**config.mk**
```make
export PLATFORM = sky130hd
export DESIGN_NAME = txrow_fifo
export DESIGN_NICKNAME = d
export VERILOG_FILES = /design/src/rtl/txrow_pkg.sv /design/src/rtl/txrow_store.sv /design/src/rtl/txrow_ctrl.sv /design/src/rtl/txrow_drain.sv /design/src/rtl/txrow_fifo.sv
export SDC_FILE = /design/constraint.sdc
export NUM_CORES = 1
export LEC_CHECK = 0
export ABC_CLOCK_PERIOD_IN_PS = 6390
export BUFFER_PORTS_ARGS = -buffer_cell sky130_fd_sc_hd__buf_2
export CORE_ASPECT_RATIO = 1.4
export CORE_UTILIZATION = 35
export CTS_CLUSTER_SIZE = 20
export DETAILED_ROUTE_END_ITERATION = 10
export GPL_ROUTABILITY_DRIVEN = 0
export HOLD_SLACK_MARGIN = 0.08
export PLACE_DENSITY = 0.58
export SYNTH_ARGS = -nofsm -noshare
export SYNTH_HDL_FRONTEND = slang
export SYNTH_SLANG_ARGS = --single-unit
```
**constraint.sdc**
```tcl
create_clock -name clk -period 6.39 [get_ports clk]
set_clock_uncertainty 0.05 [all_clocks]
set_input_delay 0.639 -clock clk [delete_from_list [all_inputs] [get_ports clk]]
set_output_delay 0.639 -clock clk [all_outputs]
set_load 0.03 [all_outputs]
```
**src/rtl/txrow_pkg.sv**
```systemverilog
package txrow_pkg;

    typedef enum logic [1:0] {
        SZ_BYTE = 2'd0,
        SZ_HALF = 2'd1,
        SZ_WORD = 2'd2,
        SZ_WALT = 2'd3
    } wr_size_e;

    typedef enum logic {
        DR_IDLE = 1'b0,
        DR_SEND = 1'b1
    } drain_state_e;

    localparam int STS_W    = 5;
    localparam int ST_EMPTY = 0;
    localparam int ST_READY = 1;
    localparam int ST_HALF  = 2;
    localparam int ST_FULL  = 3;
    localparam int ST_OVR   = 4;

endpackage

```
**src/rtl/txrow_store.sv**
```systemverilog
module txrow_store #(
    parameter int ROWS   = 8,
    parameter int LANES  = 4,
    parameter int BYTE_W = 8,
    localparam int PTR_W  = $clog2(ROWS),
    localparam int LANE_W = $clog2(LANES),
    localparam int ROW_W  = LANES * BYTE_W
) (
    input  logic              clk,
    input  logic              wr_en,
    input  logic [PTR_W-1:0]  wr_idx,
    input  logic [ROW_W-1:0]  wr_row,
    input  logic [1:0]        wr_code,
    input  logic [PTR_W-1:0]  rd_idx,
    input  logic [LANE_W-1:0] rd_lane,
    output logic [BYTE_W-1:0] rd_byte,
    output logic [1:0]        rd_code
);

    logic [ROW_W-1:0] row_mem  [ROWS];
    logic [1:0]       code_mem [ROWS];
    logic [ROW_W-1:0] head_row;

    always_ff @(posedge clk) begin
        if (wr_en) begin
            row_mem[wr_idx]  <= wr_row;
            code_mem[wr_idx] <= wr_code;
        end
    end

    always_comb begin
        head_row = row_mem[rd_idx];
        rd_code  = code_mem[rd_idx];
        rd_byte  = head_row[rd_lane*BYTE_W +: BYTE_W];
    end

endmodule

```
**src/rtl/txrow_ctrl.sv**
```systemverilog
module txrow_ctrl
    import txrow_pkg::*;
#(
    parameter int ROWS = 8,
    localparam int PTR_W = $clog2(ROWS),
    localparam int CNT_W = PTR_W + 1
) (
    input  logic             clk,
    input  logic             rst_n,
    input  logic             soft_clr,
    input  logic             wr_en,
    input  logic             row_free,
    input  logic             sts_wr_en,
    input  logic             sts_ovr_clr,
    output logic             push_ok,
    output logic [PTR_W-1:0] wr_idx,
    output logic [PTR_W-1:0] rd_idx,
    output logic [CNT_W-1:0] row_count,
    output logic [STS_W-1:0] status
);

    localparam logic [CNT_W-1:0] HALF_CNT = CNT_W'(ROWS / 2);
    localparam logic [CNT_W-1:0] FULL_CNT = CNT_W'(ROWS);

    logic [PTR_W:0] wptr_q, rptr_q;
    logic           ovr_q;
    logic           is_full;
    logic           ovr_set;

    always_comb begin
        row_count = wptr_q - rptr_q;
        is_full   = (row_count == FULL_CNT);
        push_ok   = wr_en && !is_full;
        ovr_set   = wr_en && is_full;
        wr_idx    = wptr_q[PTR_W-1:0];
        rd_idx    = rptr_q[PTR_W-1:0];
        status    = '0;
        status[ST_EMPTY] = (row_count == '0);
        status[ST_READY] = (row_count != '0);
        status[ST_HALF]  = (row_count >= HALF_CNT);
        status[ST_FULL]  = is_full;
        status[ST_OVR]   = ovr_q;
    end

    always_ff @(posedge clk or negedge rst_n) begin
        if (!rst_n) begin
            wptr_q <= '0;
            rptr_q <= '0;
            ovr_q  <= 1'b0;
        end else if (soft_clr) begin
            wptr_q <= '0;
            rptr_q <= '0;
            ovr_q  <= 1'b0;
        end else begin
            wptr_q <= wptr_q + {{PTR_W{1'b0}}, push_ok};
            rptr_q <= rptr_q + {{PTR_W{1'b0}}, row_free};
            if (ovr_set)
                ovr_q <= 1'b1;
            else if (sts_wr_en && sts_ovr_clr)
                ovr_q <= 1'b0;
        end
    end

    // occupancy never exceeds the row count
    a_r5_no_overflow: assert property (@(posedge clk) disable iff (!rst_n)
        row_count <= FULL_CNT);

    // a lone accepted write adds one row
    a_r2_one_row_per_write: assert property (@(posedge clk) disable iff (!rst_n)
        push_ok && !row_free && !soft_clr |=> row_count == $past(row_count) + 1'b1);

    // add and release in one cycle cancel
    a_r8_push_pop_hold: assert property (@(posedge clk) disable iff (!rst_n)
        push_ok && row_free && !soft_clr |=> $stable(row_count));

    // a dropped write raises overrun
    a_r6_drop_sets_ovr: assert property (@(posedge clk) disable iff (!rst_n)
        wr_en && is_full && !soft_clr |=> status[ST_OVR]);

    // write-one clear takes effect
    a_r7_ovr_clears: assert property (@(posedge clk) disable iff (!rst_n)
        sts_wr_en && sts_ovr_clr && !ovr_set |=> !status[ST_OVR]);

    // soft clear empties everything
    a_r9_soft_clear: assert property (@(posedge clk) disable iff (!rst_n)
        soft_clr |=> (row_count == '0) && !status[ST_OVR]);

    // no release without a held row
    a_r10_free_needs_row: assert property (@(posedge clk) disable iff (!rst_n)
        row_free |-> row_count != '0);

endmodule

```
**src/rtl/txrow_drain.sv**
```systemverilog
module txrow_drain
    import txrow_pkg::*;
#(
    parameter int ROWS  = 8,
    parameter int LANES = 4,
    localparam int PTR_W  = $clog2(ROWS),
    localparam int CNT_W  = PTR_W + 1,
    localparam int LANE_W = $clog2(LANES)
) (
    input  logic              clk,
    input  logic              rst_n,
    input  logic              soft_clr,
    input  logic              push_ok,
    input  logic [CNT_W-1:0]  row_count,
    input  logic              pop_req,
    input  logic [1:0]        rd_code,
    output logic              pop_valid,
    output logic              row_free,
    output logic [LANE_W-1:0] rd_lane
);

    drain_state_e      state_q, state_d;
    logic [LANE_W-1:0] lane_q, lane_d;
    logic [LANE_W-1:0] lane_last;
    logic              fire;
    logic              last_fire;

    always_comb begin
        unique case (wr_size_e'(rd_code))
            SZ_BYTE: lane_last = '0;
            SZ_HALF: lane_last = LANE_W'(1);
            SZ_WORD: lane_last = LANE_W'(LANES - 1);
            SZ_WALT: lane_last = LANE_W'(LANES - 1);
        endcase
    end

    always_comb begin
        fire      = pop_req && (state_q == DR_SEND);
        last_fire = fire && (lane_q == lane_last);
        state_d   = state_q;
        lane_d    = lane_q;
        unique case (state_q)
            DR_IDLE: begin
                if (push_ok)
                    state_d = DR_SEND;
            end
            DR_SEND: begin
                if (last_fire && (row_count == CNT_W'(1)) && !push_ok)
                    state_d = DR_IDLE;
                if (last_fire)
                    lane_d = '0;
                else if (fire)
                    lane_d = lane_q + LANE_W'(1);
            end
        endcase
        if (soft_clr) begin
            state_d = DR_IDLE;
            lane_d  = '0;
        end
    end

    always_ff @(posedge clk or negedge rst_n) begin
        if (!rst_n) begin
            state_q <= DR_IDLE;
            lane_q  <= '0;
        end else begin
            state_q <= state_d;
            lane_q  <= lane_d;
        end
    end

    always_comb begin
        pop_valid = (state_q == DR_SEND);
        row_free  = last_fire && !soft_clr;
        rd_lane   = lane_q;
    end

    // the sequencer state follows occupancy
    a_r10_valid_tracks_count: assert property (@(posedge clk) disable iff (!rst_n)
        pop_valid == (row_count != '0));

    // lane index stays within the head row
    a_r3_lane_in_row: assert property (@(posedge clk) disable iff (!rst_n)
        pop_valid |-> lane_q <= lane_last);

endmodule

```
**src/rtl/txrow_fifo.sv**
```systemverilog
module txrow_fifo
    import txrow_pkg::*;
#(
    parameter int ROWS   = 8,
    parameter int LANES  = 4,
    parameter int BYTE_W = 8,
    localparam int PTR_W  = $clog2(ROWS),
    localparam int CNT_W  = PTR_W + 1,
    localparam int LANE_W = $clog2(LANES),
    localparam int ROW_W  = LANES * BYTE_W
) (
    input  logic              clk,
    input  logic              rst_n,
    input  logic              soft_clr,
    input  logic              wr_en,
    input  logic [1:0]        wr_size,
    input  logic [ROW_W-1:0]  wr_data,
    input  logic              sts_wr_en,
    input  logic [STS_W-1:0]  sts_wr_data,
    input  logic              pop_req,
    output logic [BYTE_W-1:0] pop_data,
    output logic              pop_valid,
    output logic [CNT_W-1:0]  row_count,
    output logic [STS_W-1:0]  status
);

    logic              push_ok;
    logic              row_free;
    logic [PTR_W-1:0]  wr_idx, rd_idx;
    logic [LANE_W-1:0] rd_lane;
    logic [1:0]        rd_code;

    txrow_ctrl #(.ROWS(ROWS)) u_ctrl (
        .clk         (clk),
        .rst_n       (rst_n),
        .soft_clr    (soft_clr),
        .wr_en       (wr_en),
        .row_free    (row_free),
        .sts_wr_en   (sts_wr_en),
        .sts_ovr_clr (sts_wr_data[ST_OVR]),
        .push_ok     (push_ok),
        .wr_idx      (wr_idx),
        .rd_idx      (rd_idx),
        .row_count   (row_count),
        .status      (status)
    );

    txrow_store #(.ROWS(ROWS), .LANES(LANES), .BYTE_W(BYTE_W)) u_store (
        .clk     (clk),
        .wr_en   (push_ok && !soft_clr),
        .wr_idx  (wr_idx),
        .wr_row  (wr_data),
        .wr_code (wr_size),
        .rd_idx  (rd_idx),
        .rd_lane (rd_lane),
        .rd_byte (pop_data),
        .rd_code (rd_code)
    );

    txrow_drain #(.ROWS(ROWS), .LANES(LANES)) u_drain (
        .clk       (clk),
        .rst_n     (rst_n),
        .soft_clr  (soft_clr),
        .push_ok   (push_ok),
        .row_count (row_count),
        .pop_req   (pop_req),
        .rd_code   (rd_code),
        .pop_valid (pop_valid),
        .row_free  (row_free),
        .rd_lane   (rd_lane)
    );

endmodule

```
==> metrics list, run 1 <==
* Minimum clock period after layout: between 4 and 5 ns
* Capturing element type of the critical path: output port
* Largest driver fanout on the critical path: 38
- Summed over all layers, the routed wires come to around 22 mm.
- Largest net degree at the start of global routing: 65
- The flow ran to the end, and the final reports show no timing, DRC or antenna violations.
- Library cells used by synthesis: 42
* Setup WS pre-CTS: between 2 and 2.5 ns
- The number of clock buffers added by TritonCTS is 25.
- Data on the critical path arrives at its endpoint at 3.63 ns.
* Sink count of the clock tree: 284
- DRC Markers: 0
* Async set-reset flop share out of synthesis: under 10%
- Final setup TNS: 0 ns
* Worst IR Drop VDD: 0.1771 mV
- Vias in the first global route: roughly 5500
* Per-cell via count in the routed design: 5.155
* Share of synthesized area spent on multiplexers: roughly 17%
* Die area: 32790 sq um
- 1st-iter DRT viols: 290
- Max-cap violations in this run came to 0.
- Leak Pwr: 4.149 nW
* Data required time of the worst path: approximately 5.7 ns
- Count of yosys warnings during synthesis: 0
- In the final layout, the share of cells above drive strength 1 is approximately a third.
- Clock tree from TritonCTS: built
* Number of flops mapped to enable cells by yosys: 272
- After clock tree synthesis, the clock-pin slew on the worst setup and hold paths is 0.07 ns.
* Leading area contributor after synthesis: sky130_fd_sc_hd__edfxtp_1
- For the pin with the worst max-slew slack, the measured transition is around 1.2 ns.
* Power density over cell area: slightly below 300 nW/um^2
* Total vias in the final route: a little over 5000
- The synthesized netlist devotes 0.9590% of its cell area to adder and majority cells.
- Global routing finished with a remaining overflow of 0.
* Sequential element share of the synthesized area: between 70% and 80%
- Area of the core region: 31600 sq um
- Static timing analysis puts the maximum clock frequency at 231.6 MHz.
- The number of antenna violations at the first check in global routing was 2.
- From synthesis to final layout, the design area changed by 14.31%.
- Final Hold Fails: 0
* CP Launch Type: register
- Main combinational cell family by area after synthesis: multiplexers
* Top library cells by usage in the layout, fill and taps aside: sky130_fd_sc_hd__edfxtp_1 (272), sky130_fd_sc_hd__mux4_2 (78), sky130_fd_sc_hd__buf_2 (58)
- Initial core utilization: 35.51%
- Setup repair after global routing left no endpoint under its margin.
- Layout net count: 641
* Detailed placer's ending HPWL: 12.33 mm
- Share of the cycle needed by the critical path after routing: approximately 68%
* Most frequently used flop master after synthesis: sky130_fd_sc_hd__edfxtp_1
- In this run the vertical extent of the chip is 213.9 um.
* Number of nets with antenna violations after routing: 0
- Maximum clock insertion buffer count: 3
* Final Max Tran Viols: 0
- For this run, the detailed router's first-pass iteration total came to 4.
- Clk_lat worst skew: approximately 0.50 ns
* Setup CP Type: register to output port
- In this run the number of H-tree levels came out at 1.
- Synthesis produced roughly 510 cells.
- Global routing used 13.79% of the available tracks.
- In this run, placement finished with an instance count of roughly 960.
- Setup slack closes at 2.073 ns.
- Overall Power: 3.813 mW
- Counting flops and latches in the post-synthesis netlist gives 284.
* Non-filler instance count after layout: 1002
* Setup Viol. Count Final: 0
* Netlist area before placement: roughly 11000 sq um
- Summing the areas of all xor and xnor instances in the mapped netlist gives less than 1% of the synthesized area.
- In this run the count of I/O pins placed on the die edge is 63.
- Port buffer count: 58
- A synthesized cell averages 21.87 sq um.
* Compound-gate portion of the synthesized area: 0.8586%
* Average detailed-routed wire length per instance: 21.98 um
* Number of rows created at floorplan: 77
- Class of the tightest hold or removal check: primary input to register
* Global-route wire length before repair: 33.40 mm
* Leading cell types by total area after synthesis: sky130_fd_sc_hd__edfxtp_1 (73%), sky130_fd_sc_hd__mux4_2 (16%), sky130_fd_sc_hd__dfrtp_1 (2.7%), sky130_fd_sc_hd__mux2i_1 (1.3%), sky130_fd_sc_hd__ha_1 (0.78%)
* Commonest non-fill, non-tap cell in the layout: sky130_fd_sc_hd__edfxtp_1
- Setup Buffers After CTS: 0
- Root Buffer: sky130_fd_sc_hd__clkbuf_16
- Synthesized net count: 566
* Synth Area in Simple Gates: 3.200%
- Area share of the leading cell type in the synthesized netlist: around 73%
* Layout Utilization: 40.59%
- In this run the horizontal extent of the chip is roughly 150 um.
- The worst pin sits at a relative slew slack of between 15 and 20%.
-- synth_stat cells (2+ instances only) --
cell type and number:
sky130_fd_sc_hd__nor3_1 3, sky130_fd_sc_hd__nor2_1 11, sky130_fd_sc_hd__xnor2_1 2, sky130_fd_sc_hd__nor4_1 5, sky130_fd_sc_hd__inv_2 3, sky130_fd_sc_hd__ha_1 7, sky130_fd_sc_hd__edfxtp_1 272, sky130_fd_sc_hd__mux2i_1 15
sky130_fd_sc_hd__mux4_2 78, sky130_fd_sc_hd__buf_2 3, sky130_fd_sc_hd__a22oi_1 2, sky130_fd_sc_hd__nor2b_1 6, sky130_fd_sc_hd__nand2_1 23, sky130_fd_sc_hd__nand3b_1 2, sky130_fd_sc_hd__xor2_1 5, sky130_fd_sc_hd__buf_6 7
sky130_fd_sc_hd__dfrtp_1 12, sky130_fd_sc_hd__nand2b_1 3, sky130_fd_sc_hd__o21ai_1 2, sky130_fd_sc_hd__buf_4 4, sky130_fd_sc_hd__clkbuf_1 7, sky130_fd_sc_hd__nand3_1 7, sky130_fd_sc_hd__buf_1 3, sky130_fd_sc_hd__a21oi_1 3
sky130_fd_sc_hd__and2_1 2, sky130_fd_sc_hd__and3_1 2, sky130_fd_sc_hd__inv_1 9
-- cell families after synthesis --
family / count (synthesis)
DFF: 284
muxes: 94
and+or+nand+nor: 71
buffers and inverters: 36
AOI/OAI and AO/OA: 13
adders and majority gates: 8
xor gates and xnor gates: 7
-- worst max-delay path: stages (launching register included) --
cell	delay (ns)
sky130_fd_sc_hd__dfrtp_4	0.90
sky130_fd_sc_hd__buf_4	0.75
sky130_fd_sc_hd__mux4_2	0.61
sky130_fd_sc_hd__mux4_2	0.48
sky130_fd_sc_hd__nand2_1	0.08
sky130_fd_sc_hd__nand2_1	0.09
sky130_fd_sc_hd__buf_2	0.19
-- metrics by stage --
stage	hold slack (ns)	instance area [sq um]
2_1_floorplan	0.2934	11220
3_3_place_gp	0.4752	11990
3_5_place_dp	0.4830	11990
4_1_cts	0.3245	12820
5_1_grt	0.3357	12820
6_report	0.3353	12830
-- final cells by class --
type,count,area (sq um)
fillers,2755,18770
flip-flops and latches,284,8473
inverters,12,45.04
clock inverters,16,178.9
clock buffers,29,640.6
repair buffers,72,397.9
multi-input cells,193,2594
diodes,1,2.502
well taps,395,494.2
-- sequential cells by signal (all words and copies together), names as in the netlist --
name	count
u_store.row_mem	256
u_store.code_mem	16
u_ctrl.rptr_q	4
u_ctrl.wptr_q	4
u_drain.rd_lane	2
u_ctrl.ovr_q	1
u_drain.pop_valid	1
-- path summary, 6_finish.rpt --
kind,start,endpoint,slack [ns],depth (start not counted)
hold / removal,wr_data[26],u_store.row_mem[5][26],0.34,1
min in group asynchronous,rst_n,u_drain.pop_valid,0.50,2
setup reg to reg,u_ctrl.rptr_q[0],u_store.row_mem[0][16],2.29,9
setup / recovery,u_ctrl.rptr_q[0],pop_data[6],2.07,6
hold reg to reg,u_ctrl.rptr_q[3],u_ctrl.rptr_q[3],0.52,2
max in group asynchronous,rst_n,u_ctrl.rptr_q[0],5.55,2
-- what timing repair did --
item                       4_1_cts  5_1_grt
hold endpoints to repair        12        0
setup endpoints to repair        0        0
hold buffers                     1        0
resized for setup                0        0
-- report_power, final --
group          switching (mW)  total, mW  internal, mW
combinational           0.137      0.217        0.0796
clock                   0.621       1.50         0.880
sequential             0.0165       2.10          2.08
-- per-layer routing --
layer	vias up	GRT usage [%]	routed length [um]
met3	30	2.001	763
li1	2279	-	-
met1	2761	16.60	8753
met4	4	3.831	358
met2	91	25.70	12130
met5	-	0	18
Power figures use the tool's default switching activity.
==> inputs of run 2 (changes only) <==
Settings changed: ABC_AREA set to 1, ABC_CLOCK_PERIOD_IN_PS 6390 to 4050.
Clock period 6.39 ns to 4.05 ns, I/O delays scaled along.
==> run 2 against run 1 <==
Against the previous run: wire length grew 22%; via count grew 39%; combinational power grew 90%; sequential power grew 57%; worst hold slack lost 0.25 ns; final cell count grew 40%; utilization grew 0.85 points; global-route usage grew 2.5 points; flip-flop and latch count is the same.
==> metrics list, run 2 <==
* Number of flops mapped to enable cells by yosys: 272 (unchanged)
- CP Launch Type: register
- The design internal power is 4.940 mW (+63%).
* Sink count of the clock tree: 284 (unchanged)
- The post-CTS setup-driven buffer insertion count was 0 (unchanged).
* Setup crit start: u_ctrl.rptr_q[0]
- Post-synthesis register bit count: 284 (unchanged)
- The portion of total power attributed to sequential cells is 52.4% (-2.6 points).
- The area of the die is 33500 sq um (+2.2%).
- Maximum clock insertion buffer count: 3 (unchanged)
- Max reg flops: 256 (unchanged)
- The fraction of power spent switching nets was 21.59% (+1.3 points).
- The global-route usage over all layers was 16.29% (+2.5 points).
- Area occupied by multi-input gates: 2630 sq um (+1.4%)
- Final Max Tran Viols: 0 (unchanged)
- Count of TritonRoute iterations in the first routing pass: 5 (+1)
- DRC Markers: 0 (unchanged)
- The height of the die is 216.2 um (+1.1%).
- Total vias in the final route: 7198 (+39%)
- The maximum level of the CTS H-tree came to 1 (unchanged).
* Netlist area before placement: 11470 sq um (+2.2%)
* Slew margin rel.: 37.24% (+18 points)
* Port buffer count: 58 (unchanged)
- Final Hold Fails: 0 (unchanged)
- The distinct cell type count of the synthesized netlist is 31 (-26%).
* Clk_lat worst skew: 0.53 ns (+0.03 ns)
- In the synthesized netlist the dominant register cell turns out to be sky130_fd_sc_hd__edfxtp_1.
- The highest net fanout along the worst path came to 89 (+130%).
- CTS buffer count: 26 (+4.0%)
* 1st-iter DRT viols: 502 (+73%)
- Max Fclk: ~300 MHz
* Root Buffer: sky130_fd_sc_hd__clkbuf_16
- Layout-stage area growth over the synthesis result: 16.71%
* Number of filler instances in the final layout: 2980 (+8.2%)
* Unrepaired setup endpoints after global routing: false
* Number of rows created at floorplan: 78 (+1.3%)
- The critical path in this run is classified as register to output port.
- Critical path data arrival time: 2.90 ns (-0.73 ns)
- The largest total area in the synthesized netlist belongs to sky130_fd_sc_hd__edfxtp_1.
- Area share of the leading cell type in the synthesized netlist: 71.22% (-1.6 points)
- Number of nets with antenna violations after routing: 0 (unchanged)
- The cell depth of the worst flop-to-flop path is 12 (+3).
- Commonest non-fill, non-tap cell in the layout: sky130_fd_sc_hd__edfxtp_1
- The clock-pin slew of the registers on the worst-case setup and hold paths is 0.07 ns (about the same).
- The via density per instance was 5.119 (-0.68%).
* Gate Count Post-Synth: 878 (+71%)
- The run finished with clean final reports.
- Dominant cell by count in the synthesized netlist: sky130_fd_sc_hd__edfxtp_1
- The total power was 6.300 mW (+65%).
* Total of max-cap violations: 0 (unchanged)
- Counting flops per register, the top entry is u_store.row_mem.
* Min-Delay Path Depth: 1 (unchanged)
* Boundary pin count: 63 (unchanged)
- The number of global-route vias before repair came to 7091 (+28%).
* Width of the chip: 155.0 um (+1.1%)
* Setup WS pre-CTS: 0.9496 ns (-1.293 ns)
* Power density over cell area: 470.7 nW/um^2 (+58%)
* Layout net count: 998 (+56%)
- The largest registers in the layout are u_store.row_mem: 256 flops, u_store.code_mem: 16 flops.
- Share of total power in combinational logic: 6.5% (+0.8 points)
- Initial core utilization: 35.50% (about the same)
- The min-delay analysis places its worst path in the category primary input to register.
- The net switching power of the design is 1.360 mW (+76%).
- Detailed placer's ending HPWL: 14.20 mm (+15%)
- Top library cells by usage in the layout, fill and taps aside: sky130_fd_sc_hd__edfxtp_1 (272), sky130_fd_sc_hd__nor2_1 (145), sky130_fd_sc_hd__o21ai_0 (130)
- Syn avg cell area: 13.06 sq um (-40%)
- The startpoint identified for the worst hold timing path is wr_data[6].
- The net count of the mapped netlist is 931 (+64%).
* Largest net degree at the start of global routing: 136 (+110%)
- Sequential element share of the synthesized area: 73.84% (-1.6 points)
- Data required time of the worst path: 3.60 ns (-2.10 ns)
- GR Overflow Total: 0 (unchanged)
- Origin of the critical flop-to-flop path: u_ctrl.wptr_q[0]
* Minimum clock period after layout: 3.351 ns
- The fraction of final layout cells with drive strength greater than 1 is 14.51% (-19 points).
- The reg-to-reg setup timing slack was 1.00 ns (-1.29 ns).
* Average detailed-routed wire length per instance: 19.14 um (-13%)
- # placed instances: 1341 (+40%)
- Routed WL: 26.91 mm (+22%)
- Hold-critical path endpoint: u_store.row_mem[2][6]
- The endpoint identified for the worst register-to-register timing path is u_store.row_mem[1][20].
- The count of synthesis-stage warnings from yosys is 0 (unchanged).
* Share of the cycle needed by the critical path after routing: 82.74%
* Setup Viol. Count Final: 0 (unchanged)
- Area of the core region: 32300 sq um (+2.2%)
- Async set-reset flop share out of synthesis: 4.225% (unchanged)
- The flip-flop and latch area came to 8473 sq um (unchanged).
- Non-filler instance count after layout: 1406 (+40%)
* Leak Pwr: 4.590 nW (+11%)
- Yosys attributes the largest share of cell area to sky130_fd_sc_hd__edfxtp_1 (71%), sky130_fd_sc_hd__o21ai_0 (5.7%), sky130_fd_sc_hd__nor2_1 (5.0%), sky130_fd_sc_hd__o221ai_1 (3.6%), sky130_fd_sc_hd__dfrtp_1 (2.6%).
- After synthesis, the most frequently instantiated cells are sky130_fd_sc_hd__edfxtp_1 (272), sky130_fd_sc_hd__nor2_1 (153), sky130_fd_sc_hd__o21ai_0 (130).
- The worst setup path is captured at an output port.
- The part of the power in the clock network came to 41.1% (+1.8 points).
- Worst-Margin Slew: 0.9415 ns (-0.2552 ns)
- Setup slack of the critical path after layout: 0.6989 ns (-1.374 ns)
- The number of antenna violations at the first check in global routing came to 1 (-1).
- TritonCTS built the clock tree.
* Worst IR Drop VDD: 0.2761 mV (+56%)
- Global-route wire length before repair: 41.26 mm (+24%)
- Layout Utilization: 41.44% (+0.85 points)
## run 2: kinds of logic (layout without fill, tap and decap cells)
family,after synthesis,count (layout),share of synthesized area [%]
AO/OA/AOI/OAI,211,211,11.14
other,0,1,0
AND/OR/NAND/NOR,278,278,9.873
XOR/XNOR,6,6,0.4582
adder cells (fa/ha/maj),8,8,0.9382
buffers and inverters,91,178,3.753
flip-flops,284,284,73.84
## run 2: worst max-delay path by stage
stage / to / cells after the start / slack (ns)
finish: pop_data[7] / 8 / 0.70
global route: pop_data[7] / 8 / 0.48
CTS: pop_data[7] / 8 / 0.67
detailed placement: u_store.row_mem[1][4] / 12 / 0.95
global placement: u_store.row_mem[1][4] / 12 / 1.02
floorplan: u_store.code_mem[0][0] / 11 / -0.23
## run 2: cell type report
class / instances / share of cell area (%)
Sequential cell: 284 / 63.30
Multi-Input combinational cell: 503 / 19.65
Clock buffer: 29 / 5.104
Timing Repair Buffer: 95 / 5.104
Tap cell: 440 / 4.113
Clock inverter: 19 / 1.720
Inverter: 35 / 0.9908
Antenna cell: 1 / 0.01870
## run 2: critical path, cell delays in order, from the launching register on
cell,delay (ns)
sky130_fd_sc_hd__dfrtp_4,0.44
sky130_fd_sc_hd__buf_4,0.67
sky130_fd_sc_hd__o21ai_0,0.21
sky130_fd_sc_hd__o221ai_1,0.25
sky130_fd_sc_hd__nand3_1,0.19
sky130_fd_sc_hd__nand2_1,0.12
sky130_fd_sc_hd__nand2_1,0.05
sky130_fd_sc_hd__nand2_1,0.11
sky130_fd_sc_hd__buf_2,0.21
## run 2: metrics by stage
stage / cell area, sq um / setup TNS [ns] / hold slack (ns)
after floorplan: 11470 / -61.51 / 0.05941
after global placement: 12310 / 0 / 0.2568
after detailed placement: 12310 / 0 / 0.2559
after CTS: 13380 / 0 / 0.08012
after global routing: 13380 / 0 / 0.08788
final: 13390 / 0 / 0.08883
## run 2: layer usage
| layer | track usage [%] | vias up | wire length [um] |
|---|---|---|---|
| met5 | 0 | - | 13 |
| met4 | 5.776 | 2 | 686 |
| met3 | 2.040 | 52 | 1139 |
| met2 | 28.44 | 179 | 13660 |
| met1 | 20.71 | 3598 | 11410 |
| li1 | - | 3367 | - |
## run 2: power by group through the flow
| stage | Sequential (mW) | Clock, mW | Combinational (mW) |
|---|---|---|---|
| finish | 3.30 | 2.59 | 0.412 |
| global route | 3.30 | 2.74 | 0.453 |
| CTS | 3.30 | 2.63 | 0.418 |
| detailed placement | 3.36 | 0 | 0.404 |
| global placement | 3.36 | 0 | 0.399 |
| floorplan | 3.36 | 0 | 0.231 |
## run 2: timing repair
action,in CTS,in global routing
hold endpoints to repair,100,0
resized for setup,0,0
hold buffers,16,0
==> inputs of run 3 (changes only) <==
Settings changed: ABC_AREA 1 to 0, ABC_CLOCK_PERIOD_IN_PS 4050 to 2700, PLACE_DENSITY 0.58 to 0.59.
Clock period 4.05 ns to 2.7 ns, I/O delays scaled along.
==> run 3 against run 2 <==
Against the previous run: the flow now finishes with violations (negative setup slack); final cell count is 20% lower; first-iteration DRC count down 28%; critical path depth unchanged; count of clock-buffer cells in the layout is 3 higher; sequential share of layout area down 6.8 points; worst setup slack worse by 0.97 ns; non-clock buffer count up 104; flip-flop and latch count stayed put; largest cell class unchanged.
==> metrics list, run 3 (synthesis gave the netlist of run 1 again) <==
- Overall track demand over capacity in global routing: 15.40% (-0.89 points)
* Slew margin rel.: 63.53% (+26 points)
- The clock-pin slew of the registers on the worst-case setup and hold paths is 0.06 ns (about the same).
- Layout net count: 769 (-23%)
- Final setup TNS: -18.38 ns (-18.38 ns)
- Leak Pwr: 5.028 nW (+9.6%)
- The smallest clock period supported by the final layout is computed as 2.972 ns.
* Die area: 32790 sq um (-2.1%)
- The height of the die was 213.9 um (-1.1%).
* Global-route wire length before repair: 37.07 mm (-10%)
- The number of nets with antenna violations after detailed routing came to 0 (unchanged).
- Area of the core region: 31600 sq um (-2.2%)
* Largest driver fanout on the critical path: 5 (-94%)
* CTS buffer count: 26 (unchanged)
* Max Fclk: 336.5 MHz
- The chip width was 153.3 um (-1.1%).
- The flip-flop count of the largest register, all copies and words added is 256 (unchanged).
- Sink count of the clock tree: 284 (unchanged)
* Share of the cycle needed by the critical path after routing: 110.1%
- The initial DRC count came to 363 (-28%).
- Total of max-cap violations: 0 (unchanged)
- The register with the most flip-flops in the final layout is u_store.row_mem.
* Total number of H-tree levels: 1 (unchanged)
- Initial antenna violation count: 0 (-1)
- The slew at the pin closest to its max-slew limit is 0.5395 ns (-0.4019 ns).
* Number of rows created at floorplan: 77 (-1.3%)
* Boundary pin count: 63 (unchanged)
- The insertion delay of the later-clocked pin in the worst-skew pair was 0.53 ns (about the same).
- Largest net degree at the start of global routing: 64 (-53%)
- Setup repair after global routing could not meet its margin everywhere.
* Largest registers: u_store.row_mem: 256 flops, u_store.code_mem: 16 flops
- The worst hold path belongs to the class primary input to register.
* Final Hold Fails: 0 (unchanged)
- The worst setup path is captured at an output port.
* Data required time of the worst path: 2.38 ns (-1.22 ns)
- Routed WL: 26.57 mm (-1.3%)
* Worst IR Drop VDD: 0.5432 mV (+97%)
- The number of setup violations in the final report was 133 (+133).
- The routed wire length per instance is 23.54 um (+23%).
* Per-cell via count in the routed design: 5.142 (+0.43%)
* Outcome: finished with violations
* Initial core utilization: 35.51% (about the same)
- Port buffer count: 58 (unchanged)
- The overall via count from detail_route was 5805 (-19%).
* Layout-stage area growth over the synthesis result: 33.64%
* Setup CP Type: register to output port
- The post-detailed-placement half-perimeter wirelength is 14.59 mm (+2.7%).
- Critical path data arrival time: 2.65 ns (-0.25 ns)
* Root Buffer: sky130_fd_sc_hd__clkbuf_16
* GR Overflow Total: 0 (unchanged)
* Worst R2R Path Depth: 15 (+3)
* Min-Delay Path Depth: 4 (+3)
- Commonest non-fill, non-tap cell in the layout: sky130_fd_sc_hd__edfxtp_1
* Final Max Tran Viols: 0 (unchanged)
- The multi-input combinational cell area is 2859 sq um (+8.7%).
- The number of global-route vias before repair was 6137 (-13%).
- STA classifies the critical path startpoint as a register.
- Sequential Area: 8474 sq um (about the same)
* Setup slack of the critical path after layout: -0.2720 ns (-0.9708 ns)
- Top library cells by usage in the layout, fill and taps aside: sky130_fd_sc_hd__edfxtp_1 (272), sky130_fd_sc_hd__mux4_2 (78), sky130_fd_sc_hd__buf_2 (46)
- Hold slack: 0.09332 ns (+0.004495 ns)
- Maximum clock insertion buffer count: 3 (unchanged)
- The DRC violation count after routing was 0 (unchanged).
* Count of TritonRoute iterations in the first routing pass: 4 (-1)
* Violated checks: negative setup slack
- Number of filler instances in the final layout: 2592 (-13%)
- Power density over cell area: 617.1 nW/um^2 (+31%)
* Overall Power: 9.254 mW (+47%)
- Layout cell share with drive strength beyond 1: 44.69% (+30 points)
- The number of antenna cells inserted was 0 (-1).
- Clock tree from TritonCTS: built
## run 3: path summary, 6_finish.rpt
path | startpoint | endpoint | slack [ns]
worst max register to register | u_ctrl.rptr_q[0] | u_store.row_mem[1][30] | -0.25
worst max-delay path | u_ctrl.rptr_q[0] | pop_data[6] | -0.27
min in group asynchronous | rst_n | u_ctrl.wptr_q[1] | 0.11
worst min-delay path | sts_wr_data[4] | u_ctrl.ovr_q | 0.09
worst min register to register | u_ctrl.wptr_q[3] | u_ctrl.wptr_q[3] | 0.52
max in group asynchronous | rst_n | u_ctrl.rptr_q[0] | 2.23
## run 3: what timing repair did
action                                 in CTS  in global routing
gates cloned                                8                 16
hold buffers                               38                  0
buffers inserted                           33                 11
pin swaps                                   9                 14
resized for setup                          60                 51
endpoints found under the hold margin     289                  0
setup endpoints to repair                 172                252
## run 3: critical path, stage by stage (launching register included)
cell                      delay (ns)
sky130_fd_sc_hd__dfrtp_4        0.51
sky130_fd_sc_hd__buf_12         0.17
sky130_fd_sc_hd__buf_8          0.13
sky130_fd_sc_hd__buf_16         0.14
sky130_fd_sc_hd__mux4_2         0.42
sky130_fd_sc_hd__mux4_2         0.48
sky130_fd_sc_hd__nand2_2        0.07
sky130_fd_sc_hd__nand2_2        0.06
sky130_fd_sc_hd__buf_6          0.14
## run 3: area by class of cell
| type | count | area share [%] |
|---|---|---|
| Tap cell | 395 | 3.296 |
| Multi-Input combinational cell | 193 | 19.07 |
| Sequential cell | 284 | 56.51 |
| Inverter | 12 | 0.3004 |
| Clock buffer | 32 | 4.631 |
| Timing Repair Buffer | 199 | 15.54 |
| Clock inverter | 14 | 0.6508 |
## run 3: through the flow
step | utilization [%] | instances | setup WS (ns) | instance area, sq um
after global placement | 39.69 | 984 | -0.2311 | 12540
after CTS | 45.72 | 1108 | -0.3175 | 14450
after global routing | 47.45 | 1129 | -0.3446 | 15000
after floorplan | - | 513 | -0.8020 | 11390
after detailed placement | 39.69 | 984 | -0.2648 | 12540
final | 47.45 | 1129 | -0.2720 | 15000
## run 3: power by group
group	switching, mW	leakage [nW]	internal (mW)	total (mW)
logic	0.450	2.03	0.409	0.859
clock network	1.53	0.382	1.92	3.45
registers	0.0261	2.62	4.92	4.95
## run 3: routing by layer
metal / wire, um / GRT usage [%] / vias to the layer above
met2: 14520 / 28.63 / 146
met3: 1108 / 2.142 / 30
met5: 0 / 0 / -
li1: - / - / 2534
met1: 10430 / 18.20 / 3095
met4: 521 / 5.468 / 0
